--- src/rtl/i2c_tgt_pkg.sv ---
package i2c_tgt_pkg;
  typedef enum logic [2:0] {
    ST_IDLE,
    ST_ADDR,
    ST_DATA,
    ST_WAIT,
    ST_SKIP
  } tgt_state_e;
endpackage

--- src/rtl/i2c_line_sync.sv ---
module i2c_line_sync #(
  parameter int STAGES = 2,
  parameter int LINES  = 2
) (
  input  logic             clk,
  input  logic             rst,
  input  logic [LINES-1:0] din,
  output logic [LINES-1:0] dout
);
  for (genvar g = 0; g < LINES; g++) begin : g_line
    logic [STAGES-1:0] pipe;
    always_ff @(posedge clk) begin
      if (rst) pipe <= '1;  // idle bus reads high
      else     pipe <= {pipe[STAGES-2:0], din[g]};
    end
    assign dout[g] = pipe[STAGES-1];
  end
endmodule

--- src/rtl/i2c_bus_events.sv ---
module i2c_bus_events (
  input  logic clk,
  input  logic rst,
  input  logic scl_s,
  input  logic sda_s,
  output logic scl_rise,
  output logic scl_fall,
  output logic start_det,
  output logic stop_det
);
  logic scl_q, sda_q;

  always_ff @(posedge clk) begin
    if (rst) begin
      scl_q <= 1'b1;
      sda_q <= 1'b1;
    end else begin
      scl_q <= scl_s;
      sda_q <= sda_s;
    end
  end

  assign scl_rise  =  scl_s & ~scl_q;
  assign scl_fall  = ~scl_s &  scl_q;
  assign start_det =  scl_s &  scl_q &  sda_q & ~sda_s;
  assign stop_det  =  scl_s &  scl_q & ~sda_q &  sda_s;
endmodule

--- src/rtl/i2c_byte_shift.sv ---
module i2c_byte_shift #(
  parameter int DATA_W = 8,
  parameter int CNT_W  = 4
) (
  input  logic              clk,
  input  logic              rst,
  input  logic              clr,
  input  logic              bit_rise,
  input  logic              bit_in,
  output logic [DATA_W-1:0] shreg,
  output logic [CNT_W-1:0]  cnt
);
  localparam logic [CNT_W-1:0] LAST = CNT_W'(DATA_W);

  always_ff @(posedge clk) begin
    if (rst) begin
      shreg <= '0;
      cnt   <= '0;
    end else if (clr) begin
      cnt <= '0;
    end else if (bit_rise && cnt <= LAST) begin
      if (cnt < LAST) shreg <= {shreg[DATA_W-2:0], bit_in};
      cnt <= cnt + 1'b1;
    end
  end
endmodule

--- src/rtl/i2c_wait_target.sv ---
module i2c_wait_target
  import i2c_tgt_pkg::*;
#(
  parameter int ADDR_W      = 7,
  parameter int SYNC_STAGES = 2
) (
  input  logic              clk,
  input  logic              rst,
  input  logic              scl_i,
  input  logic              sda_i,
  output logic              scl_oe,
  output logic              sda_oe,
  input  logic [ADDR_W-1:0] own_addr,
  input  logic              ack_en,
  input  logic              wait_rel,
  output logic [ADDR_W:0]   rx_byte,
  output logic              irq,
  output logic              addr_hit,
  output logic              ack_seen
);
  localparam int DATA_W = ADDR_W + 1;
  localparam int CNT_W  = $clog2(DATA_W + 2);
  localparam logic [CNT_W-1:0] CNT_ACK = CNT_W'(DATA_W);
  localparam logic [CNT_W-1:0] CNT_END = CNT_W'(DATA_W + 1);

  logic [1:0] sync_out;
  logic       scl_s, sda_s;
  logic       scl_rise, scl_fall, start_det, stop_det;
  logic [DATA_W-1:0] shreg;
  logic [CNT_W-1:0]  cnt;
  logic       shift_clr, addr_match;
  tgt_state_e state;

  i2c_line_sync #(.STAGES(SYNC_STAGES), .LINES(2)) u_sync (
    .clk(clk), .rst(rst), .din({scl_i, sda_i}), .dout(sync_out)
  );
  assign scl_s = sync_out[1];
  assign sda_s = sync_out[0];

  i2c_bus_events u_events (
    .clk(clk), .rst(rst), .scl_s(scl_s), .sda_s(sda_s),
    .scl_rise(scl_rise), .scl_fall(scl_fall),
    .start_det(start_det), .stop_det(stop_det)
  );

  assign shift_clr = start_det | stop_det |
                     (state == ST_IDLE) | (state == ST_WAIT) | (state == ST_SKIP);

  i2c_byte_shift #(.DATA_W(DATA_W), .CNT_W(CNT_W)) u_shift (
    .clk(clk), .rst(rst), .clr(shift_clr), .bit_rise(scl_rise),
    .bit_in(sda_s), .shreg(shreg), .cnt(cnt)
  );

  // write request to this target: address field equal, direction flag 0
  assign addr_match = (shreg[DATA_W-1:1] == own_addr) && !shreg[0];

  always_ff @(posedge clk) begin
    if (rst) begin
      state    <= ST_IDLE;
      scl_oe   <= 1'b0;
      sda_oe   <= 1'b0;
      irq      <= 1'b0;
      rx_byte  <= '0;
      addr_hit <= 1'b0;
      ack_seen <= 1'b0;
    end else begin
      irq <= 1'b0;
      if (stop_det) begin
        state    <= ST_IDLE;
        addr_hit <= 1'b0;
        sda_oe   <= 1'b0;
        scl_oe   <= 1'b0;
      end else if (start_det) begin
        state  <= ST_ADDR;
        sda_oe <= 1'b0;
        scl_oe <= 1'b0;
      end else begin
        unique case (state)
          ST_ADDR, ST_DATA: begin
            if (scl_fall && cnt == CNT_ACK) begin
              // set up the acknowledge while SCL is low before the 9th clock
              if (state == ST_ADDR) begin
                addr_hit <= addr_match;
                sda_oe   <= addr_match;
              end else begin
                sda_oe <= ack_en;
              end
            end else if (scl_rise && cnt == CNT_ACK) begin
              ack_seen <= ~sda_s;
            end else if (scl_fall && cnt == CNT_END) begin
              sda_oe <= 1'b0;
              if (state == ST_DATA || addr_hit) begin
                scl_oe <= 1'b1;
                irq    <= 1'b1;
                state  <= ST_WAIT;
                if (state == ST_DATA) rx_byte <= shreg;
              end else begin
                state <= ST_SKIP;
              end
            end
          end
          ST_WAIT: begin
            if (wait_rel) begin
              scl_oe <= 1'b0;
              state  <= ST_DATA;
            end
          end
          default: ;
        endcase
      end
    end
  end
endmodule

--- config.mk ---
export PLATFORM = sky130hd
export DESIGN_NAME = i2c_wait_target
export DESIGN_NICKNAME = d
export VERILOG_FILES = /design/src/rtl/i2c_tgt_pkg.sv /design/src/rtl/i2c_line_sync.sv /design/src/rtl/i2c_bus_events.sv /design/src/rtl/i2c_byte_shift.sv /design/src/rtl/i2c_wait_target.sv
export SDC_FILE = /design/constraint.sdc
export NUM_CORES = 1
export LEC_CHECK = 0
export BUFFER_PORTS_ARGS = -buffer_cell sky130_fd_sc_hd__buf_2
export CAP_MARGIN = 0
export CORE_AREA = 4 4 47 91
export CTS_BUF_LIST = sky130_fd_sc_hd__clkbuf_4 sky130_fd_sc_hd__clkbuf_8
export DETAILED_ROUTE_END_ITERATION = 10
export DIE_AREA = 0 0 51 95
export SLEW_MARGIN = 15
export SYNTH_ARGS = -nofsm -noshare
export SYNTH_HDL_FRONTEND = slang
export SYNTH_SLANG_ARGS = --single-unit
export TNS_END_PERCENT = 10
--- constraint.sdc ---
create_clock -name clk -period 2.2 [get_ports clk]
set_input_delay 0.11 -clock clk [delete_from_list [all_inputs] [get_ports clk]]
set_output_delay 0.11 -clock clk [all_outputs]
set_load 0.02 [all_outputs]
==> run summary, run 1 <==
======================================================================================
Run status                                                                   completed
Dpl hpwl                                                                       2650 µm
Clock slew at the register clock pins of the worst setup and hold paths          70 ps
Post-Synth XOR/XNOR Area                                                        0.0609
Number of instances in the synthesized netlist                                     163
Capturing element type of the critical path                                   register
Total global routing overflow                                                        0
Clk Tree Root Cell                                                        sky130_fd_sc_hd__clkbuf_8
Standard-cell row count                                                             31
Average routed wire per standard cell                                          14.0 µm
Leading area contributor after synthesis                                  sky130_fd_sc_hd__dfxtp_1
Number of synthesized register bits                                                 34
Clock tree from TritonCTS                                                          yes
Number of nets still failing antenna checks after routing                            0
Die Width                                                                        51 µm
Proportion of synthesized chip area in sequential cells                          0.430
Final setup vio count                                                                0
Final Wtd Congestion                                                             0.900
First-pass detailed-route iteration total                                            3
Total power density per cell area                                           621 nW/µm²
Synthesis warning total                                                              0
Via density                                                                       5.07
Initial DRC count                                                                   21
Peak Freq                                                                      561 MHz
Most area-consuming cells after synthesis                                 sky130_fd_sc_hd__dfxtp_1 43%, sky130_fd_sc_hd__mux2i_1 11%, sky130_fd_sc_hd__nor2_1 6.6%, sky130_fd_sc_hd__xnor2_1 3.3%, sky130_fd_sc_hd__xor2_1 2.8%
Yosys cell types                                                                    48
Hold-fix buffers at CTS                                                              0
Multiplexer fraction of the synthesized cell area                                0.108
Vias in the first global route                                                    1287
Dominant combinational cell family by area after synthesis                simple AND/OR/NAND/NOR gates
Die ar.                                                                       4850 µm²
Worst min-delay path category                                             input pin to register
Share of final-layout standard cells stronger than drive strength 1              0.228
Max capacitance violation total                                                      0
Top post-synthesis cells by count                                         34 x sky130_fd_sc_hd__dfxtp_1, 28 x sky130_fd_sc_hd__nor2_1, 17 x sky130_fd_sc_hd__mux2i_1
Total of cells resized after clock tree synthesis                                    0
Post-Route Skew                                                                3.26 ps
Maximum level of the CTS H-tree                                                      2
Total standard cell area after synthesis                                      1580 µm²
Initial core utilization                                                         0.439
Total via count after detailed routing                                            1228
Arrival time at the worst endpoint                                             1930 ps
Wire length of the first global-routing pass                                   5710 µm
Syn nets                                                                           179
Final Instance Count excl. Fillers                                                 242
Least setup slack across all paths after layout                                 419 ps
Clock latency on the worst-skew pair                                            270 ps
Core area                                                                     3610 µm²
Post-synth top area share                                                        0.430
Worst vdd rail ir drop                                                        0.377 mV
Compound-Gate Fraction of Synth Area                                            0.0925
Post-Route Setup TNS                                                              0 ps
Number of antenna violations at the first check in global routing                    0
Setup CP Type                                                             register to register
Placement-stage worst setup slack                                               432 ps
Top Ports                                                                           26
DP Cell Count                                                                      234
Largest net degree at the start of global routing                                   26
Final core utilization                                                           0.514
Asr flop ratio synth                                                                 0
Number of enable-type register cells in the synthesized netlist                      0
Final Hold Fails                                                                     0
Top-count cell post-synth                                                 sky130_fd_sc_hd__dfxtp_1
WL final                                                                       3380 µm
RSZ-0062 raised after global routing                                             false
Port buffer count                                                                   25
Final-stage net count                                                              208
Count of antenna diodes in the layout                                                0
Number of max-slew violations in the final report                                    0
Mean Syn Cell Area                                                            9.71 µm²
Tot GR Track Use                                                                 0.157
Post-CTS setup buffers                                                               0
Final routed DRC violation total                                                     0
Critical-path maximum fanout                                                         8
Area Overhead vs Synth                                                           17.2%
TritonCTS buffer count                                                               5
Relative slew margins                                                            0.530
FF+latch area                                                                  681 µm²
Adder and majority cell fraction of the synthesized area                        0.0237
Layout fillers                                                                     367
Required time of the worst setup path                                          2350 ps
Area of the multi-input gates                                                  847 µm²
Least-Margin Pin Slew                                                           696 ps
Ratio of final minimum period to clock period                                    0.810
Top flip-flop cell by instance count after synthesis                      sky130_fd_sc_hd__dfxtp_1
LEAKAGE                                                                    0.000733 µW
Post-layout minimum cycle time                                                 1780 ps
Critical Path Source Type                                                     register
Die H                                                                            95 µm
Maximum clock path buffer count                                                      2
Share of synthesized cell area in and, or, nand and nor gates                    0.251
Number of sinks handled by clock tree synthesis                                     34
======================================================================================
where the power goes:
| group | switching (µW) | total, µW | internal, µW |
|---|---|---|---|
| combinational | 26.5 | 51.3 | 24.7 |
| sequential | 6.48 | 627 | 621 |
| clock | 209 | 473 | 265 |
| total | 242 | 1150 | 910 |
registers in the layout, summed over array words and instances, names as in the netlist:
signal / count
u_events.sda_q: 1
u_shift.shreg: 8
ack_seen: 1
rx_byte: 8
u_sync.g_line.pipe: 4
u_events.scl_q: 1
state: 3
addr_hit: 1
irq: 1
sda_oe: 1
u_shift.cnt: 4
scl_oe: 1
per-layer routing:
metal	routed length, µm	track usage	up-vias	share of wire
met2	1950	0.304	23	0.58
met3	94	0.0300	6	0.028
met4	95	0.0921	0	0.028
met1	1240	0.143	574	0.37
li1	-	-	625	-
met5	0	0	-	0
final cells by class:
cell class,instances,share of cell area
well taps,49,0.0331
clock inverters,1,0.00270
multi-input cells,116,0.457
repair buffers,27,0.0756
flip-flops and latches,34,0.367
inverters,8,0.0162
clock buffers,7,0.0486
metrics by stage:
stage,hold WS (ps),power (µW),instance area [µm²]
2_1_floorplan,207,673,1580
3_3_place_gp,288,692,1760
3_5_place_dp,296,693,1760
4_1_cts,12.1,1170,1850
5_1_grt,10.3,1200,1850
6_report,20.5,1150,1850
cell families after synthesis:
group,after synthesis
AOI/OAI and AO/OA,21
xor gates and xnor gates,11
adders and majority gates,3
buffers and inverters,13
DFF,34
muxes,17
and+or+nand+nor,64
final timing paths:
check / depth (start not counted) / slack [ps] / start / to
worst max-delay path: 7 / 420 / u_shift.cnt[0] / rx_byte[1]
worst min-delay path: 2 / 20 / sda_i / u_sync.g_line[0].pipe[0]
worst max register to register: 7 / 420 / u_shift.cnt[0] / rx_byte[1]
worst min register to register: 1 / 410 / u_sync.g_line[0].pipe[0] / u_sync.g_line[0].pipe[1]
cells in the final DEF (no fill, tap or decap), types with 2 or more instances in the layout:
cell / count
sky130_fd_sc_hd__clkbuf_8: 6
sky130_fd_sc_hd__nand2b_1: 3
sky130_fd_sc_hd__inv_1: 8
sky130_fd_sc_hd__buf_4: 2
sky130_fd_sc_hd__mux2i_1: 17
sky130_fd_sc_hd__nor2_1: 28
sky130_fd_sc_hd__a21oi_1: 6
sky130_fd_sc_hd__o21ai_1: 2
sky130_fd_sc_hd__nand3_1: 2
sky130_fd_sc_hd__xor2_1: 5
sky130_fd_sc_hd__ha_1: 3
sky130_fd_sc_hd__xnor2_1: 6
sky130_fd_sc_hd__buf_2: 25
sky130_fd_sc_hd__or4_1: 2
sky130_fd_sc_hd__dfxtp_1: 34
sky130_fd_sc_hd__nor4b_1: 2
sky130_fd_sc_hd__a211oi_1: 3
sky130_fd_sc_hd__or2_2: 3
sky130_fd_sc_hd__or2_1: 3
sky130_fd_sc_hd__nor3_1: 2
sky130_fd_sc_hd__nand2_1: 2
critical path, stage by stage, from the launching register on:
cell and delay (ps):
sky130_fd_sc_hd__dfxtp_1 420, sky130_fd_sc_hd__inv_1 70, sky130_fd_sc_hd__ha_1 270, sky130_fd_sc_hd__nand2b_1 250, sky130_fd_sc_hd__nor3_4 180, sky130_fd_sc_hd__buf_4 210
sky130_fd_sc_hd__mux2i_1 220, sky130_fd_sc_hd__nor2_1 50
(Power assumes the default switching activity.)
==> inputs of run 2 (changes only) <==
PLACE_DENSITY = 0.67   (was default)
clock period = 1.6 ns   (was 2.2 ns; I/O delays follow)
==> run 2 against run 1 <==
Wire length is 11% higher. Sequential share of layout area shrank 3.2 points. Via count up 9.9%. Final cell count rose by 8.3%. Utilization up 5.5 points. Register-to-register slack lost 390 ps. Clock power is 44% higher. Flip-flop and latch count is the same. Die area unchanged. Count of clock-buffer cells in the layout did not move. Largest power group unchanged.
==> run summary, run 2 (synthesis results as in run 1) <==
======================================================================================
Run status                                                                   completed
Die Width                                                                        51 µm   unchanged
Post-CTS setup buffers                                                               0   unchanged
Number of max-slew violations in the final report                                    0   unchanged
Capturing element type of the critical path                                   register
Setup CP Type                                                             register to register
Number of antenna violations at the first check in global routing                    0   unchanged
Wire length of the first global-routing pass                                   6440 µm   +13%
Clock tree from TritonCTS                                                          yes
Clk Tree Root Cell                                                        sky130_fd_sc_hd__clkbuf_8
Commonest cells after routing, fill and taps aside                        29 x sky130_fd_sc_hd__dfxtp_1, 27 x sky130_fd_sc_hd__nor2_1, 25 x sky130_fd_sc_hd__buf_2
LEAKAGE                                                                    0.000854 µW   +16%
Required time of the worst setup path                                          1830 ps   -520 ps
Post-layout minimum cycle time                                                 1570 ps   -212 ps
Ratio of final minimum period to clock period                                    0.981   +0.171
Die ar.                                                                       4850 µm²   unchanged
Critical-path maximum fanout                                                         2   -6
Least-Margin Pin Slew                                                           285 ps   -411 ps
Layout fillers                                                                     335   -8.7%
Total via count after detailed routing                                            1350   +9.9%
TritonCTS buffer count                                                               5   unchanged
Port buffer count                                                                   25   unchanged
Relative slew margins                                                            0.809   +0.279
Worst min-delay path category                                             input pin to register
Least setup slack across all paths after layout                                30.4 ps   -388 ps
Final-stage net count                                                              228   +9.6%
Final setup vio count                                                                0   unchanged
Clock slew at the register clock pins of the worst setup and hold paths          70 ps   about the same
Met1 Track Usage GR                                                              0.174   +0.0306
Final routed DRC violation total                                                     0   unchanged
Arrival time at the worst endpoint                                             1800 ps   -130 ps
WL final                                                                       3760 µm   +11%
Largest registers ranked by flip-flop count                               rx_byte x8, u_shift.shreg x8
RSZ-0062 raised after global routing                                              true
Final core utilization                                                           0.570   +0.0555
Core area                                                                     3610 µm²   unchanged
Die H                                                                            95 µm   unchanged
First-pass detailed-route iteration total                                            4   +1
Initial core utilization                                                         0.439   unchanged
Hold path startpoint                                                            ack_en
Standard-cell row count                                                             31   unchanged
Power consumption                                                              1620 µW   +41%
Launching element of the worst setup path                                 u_shift.shreg[6]
Post-Route Setup TNS                                                              0 ps   unchanged
Via density                                                                       5.15   +1.5%
Largest net degree at the start of global routing                                   25   -3.8%
Count of antenna diodes in the layout                                                0   unchanged
Tot GR Track Use                                                                 0.181   +0.0239
Global routing met2 resource utilization                                         0.318   +0.0140
Initial DRC count                                                                   19   -9.5%
Average routed wire per standard cell                                          14.4 µm   +2.8%
Placement-stage worst setup slack                                             -51.0 ps   -483 ps
Clock latency on the worst-skew pair                                            290 ps   +20 ps
Leading cell type in the layout, fill and taps excluded                   sky130_fd_sc_hd__dfxtp_1
Worst vdd rail ir drop                                                        0.714 mV   +89%
Total global routing overflow                                                        0   unchanged
Maximum level of the CTS H-tree                                                      2   unchanged
Number of nets still failing antenna checks after routing                            0   unchanged
Maximum clock path buffer count                                                      2   unchanged
Highest-utilization routing layer at the global route stage                       met2
Final Hold Fails                                                                     0   unchanged
Post-Route Skew                                                                12.4 ps   +9.10 ps
Number of sinks handled by clock tree synthesis                                     34   unchanged
Final Wtd Congestion                                                             0.814   -9.6%
Top Ports                                                                           26   unchanged
Peak Freq                                                                      637 MHz   +13%
Dpl hpwl                                                                       2860 µm   +7.8%
Met3 Usage GRT                                                                  0.0490   +0.0190
Critical Path Source Type                                                     register
Vias in the first global route                                                    1417   +10%
R2r startpoint                                                            u_shift.shreg[6]
Total power density per cell area                                           790 nW/µm²   +27%
Share of final-layout standard cells stronger than drive strength 1              0.338   +0.110
Max capacitance violation total                                                      0   unchanged
Area Overhead vs Synth                                                           29.8%
======================================================================================
run 2: per-layer routing:
layer | routed length [µm] | share of wire | vias up
li1 | - | - | 662
met5 | 0 | 0 | -
met3 | 158 | 0.042 | 13
met2 | 2080 | 0.55 | 43
met1 | 1360 | 0.36 | 632
met4 | 159 | 0.042 | 0
run 2: final cells by class:
class,count,area (µm²),share of cell area
Multi-Input combinational cell,116,871,0.424
Sequential cell,34,689,0.336
Timing Repair Buffer,47,308,0.150
Clock buffer,7,90.1,0.0438
Tap cell,49,61.3,0.0298
Inverter,8,30.0,0.0146
Clock inverter,1,5.00,0.00244
run 2: stage by stage:
step	instance area (µm²)	cells	hold WS (ps)
floorplan	1600	163	177
global placement	1920	252	260
CTS	2040	262	66.0
finish	2050	262	57.6
global route	2050	262	75.0
detailed placement	1920	252	262
run 2: power breakdown:
part	total, µW	internal (µW)	leakage, µW	switching [µW]
registers	859	852	0.000278	7.40
logic	85.7	44.0	0.000525	41.7
clock network	679	364	0.0000517	315
total	1620	1260	0.000854	364
run 2: path summary, 6_finish.rpt:
kind         cells after the start                       end  slack (ps)
min reg2reg                      1  u_sync.g_line[0].pipe[1]         400
max                              4                  addr_hit          30
min                              3                    sda_oe          60
max reg2reg                      4                  addr_hit          30
run 2: what timing repair did:
item | 4_1_cts | 5_1_grt
resized for setup | 3 | 5
hold endpoints to repair | 2 | 0
setup endpoints to repair | 8 | 18
hold buffers | 2 | 0
pin swaps | 0 | 1
run 2: critical path: stages, from the launching register on:
cell and delay [ps]:
sky130_fd_sc_hd__dfxtp_2 330, sky130_fd_sc_hd__xor2_1 150, sky130_fd_sc_hd__or4_4 510, sky130_fd_sc_hd__or4_1 410, sky130_fd_sc_hd__a21oi_1 130
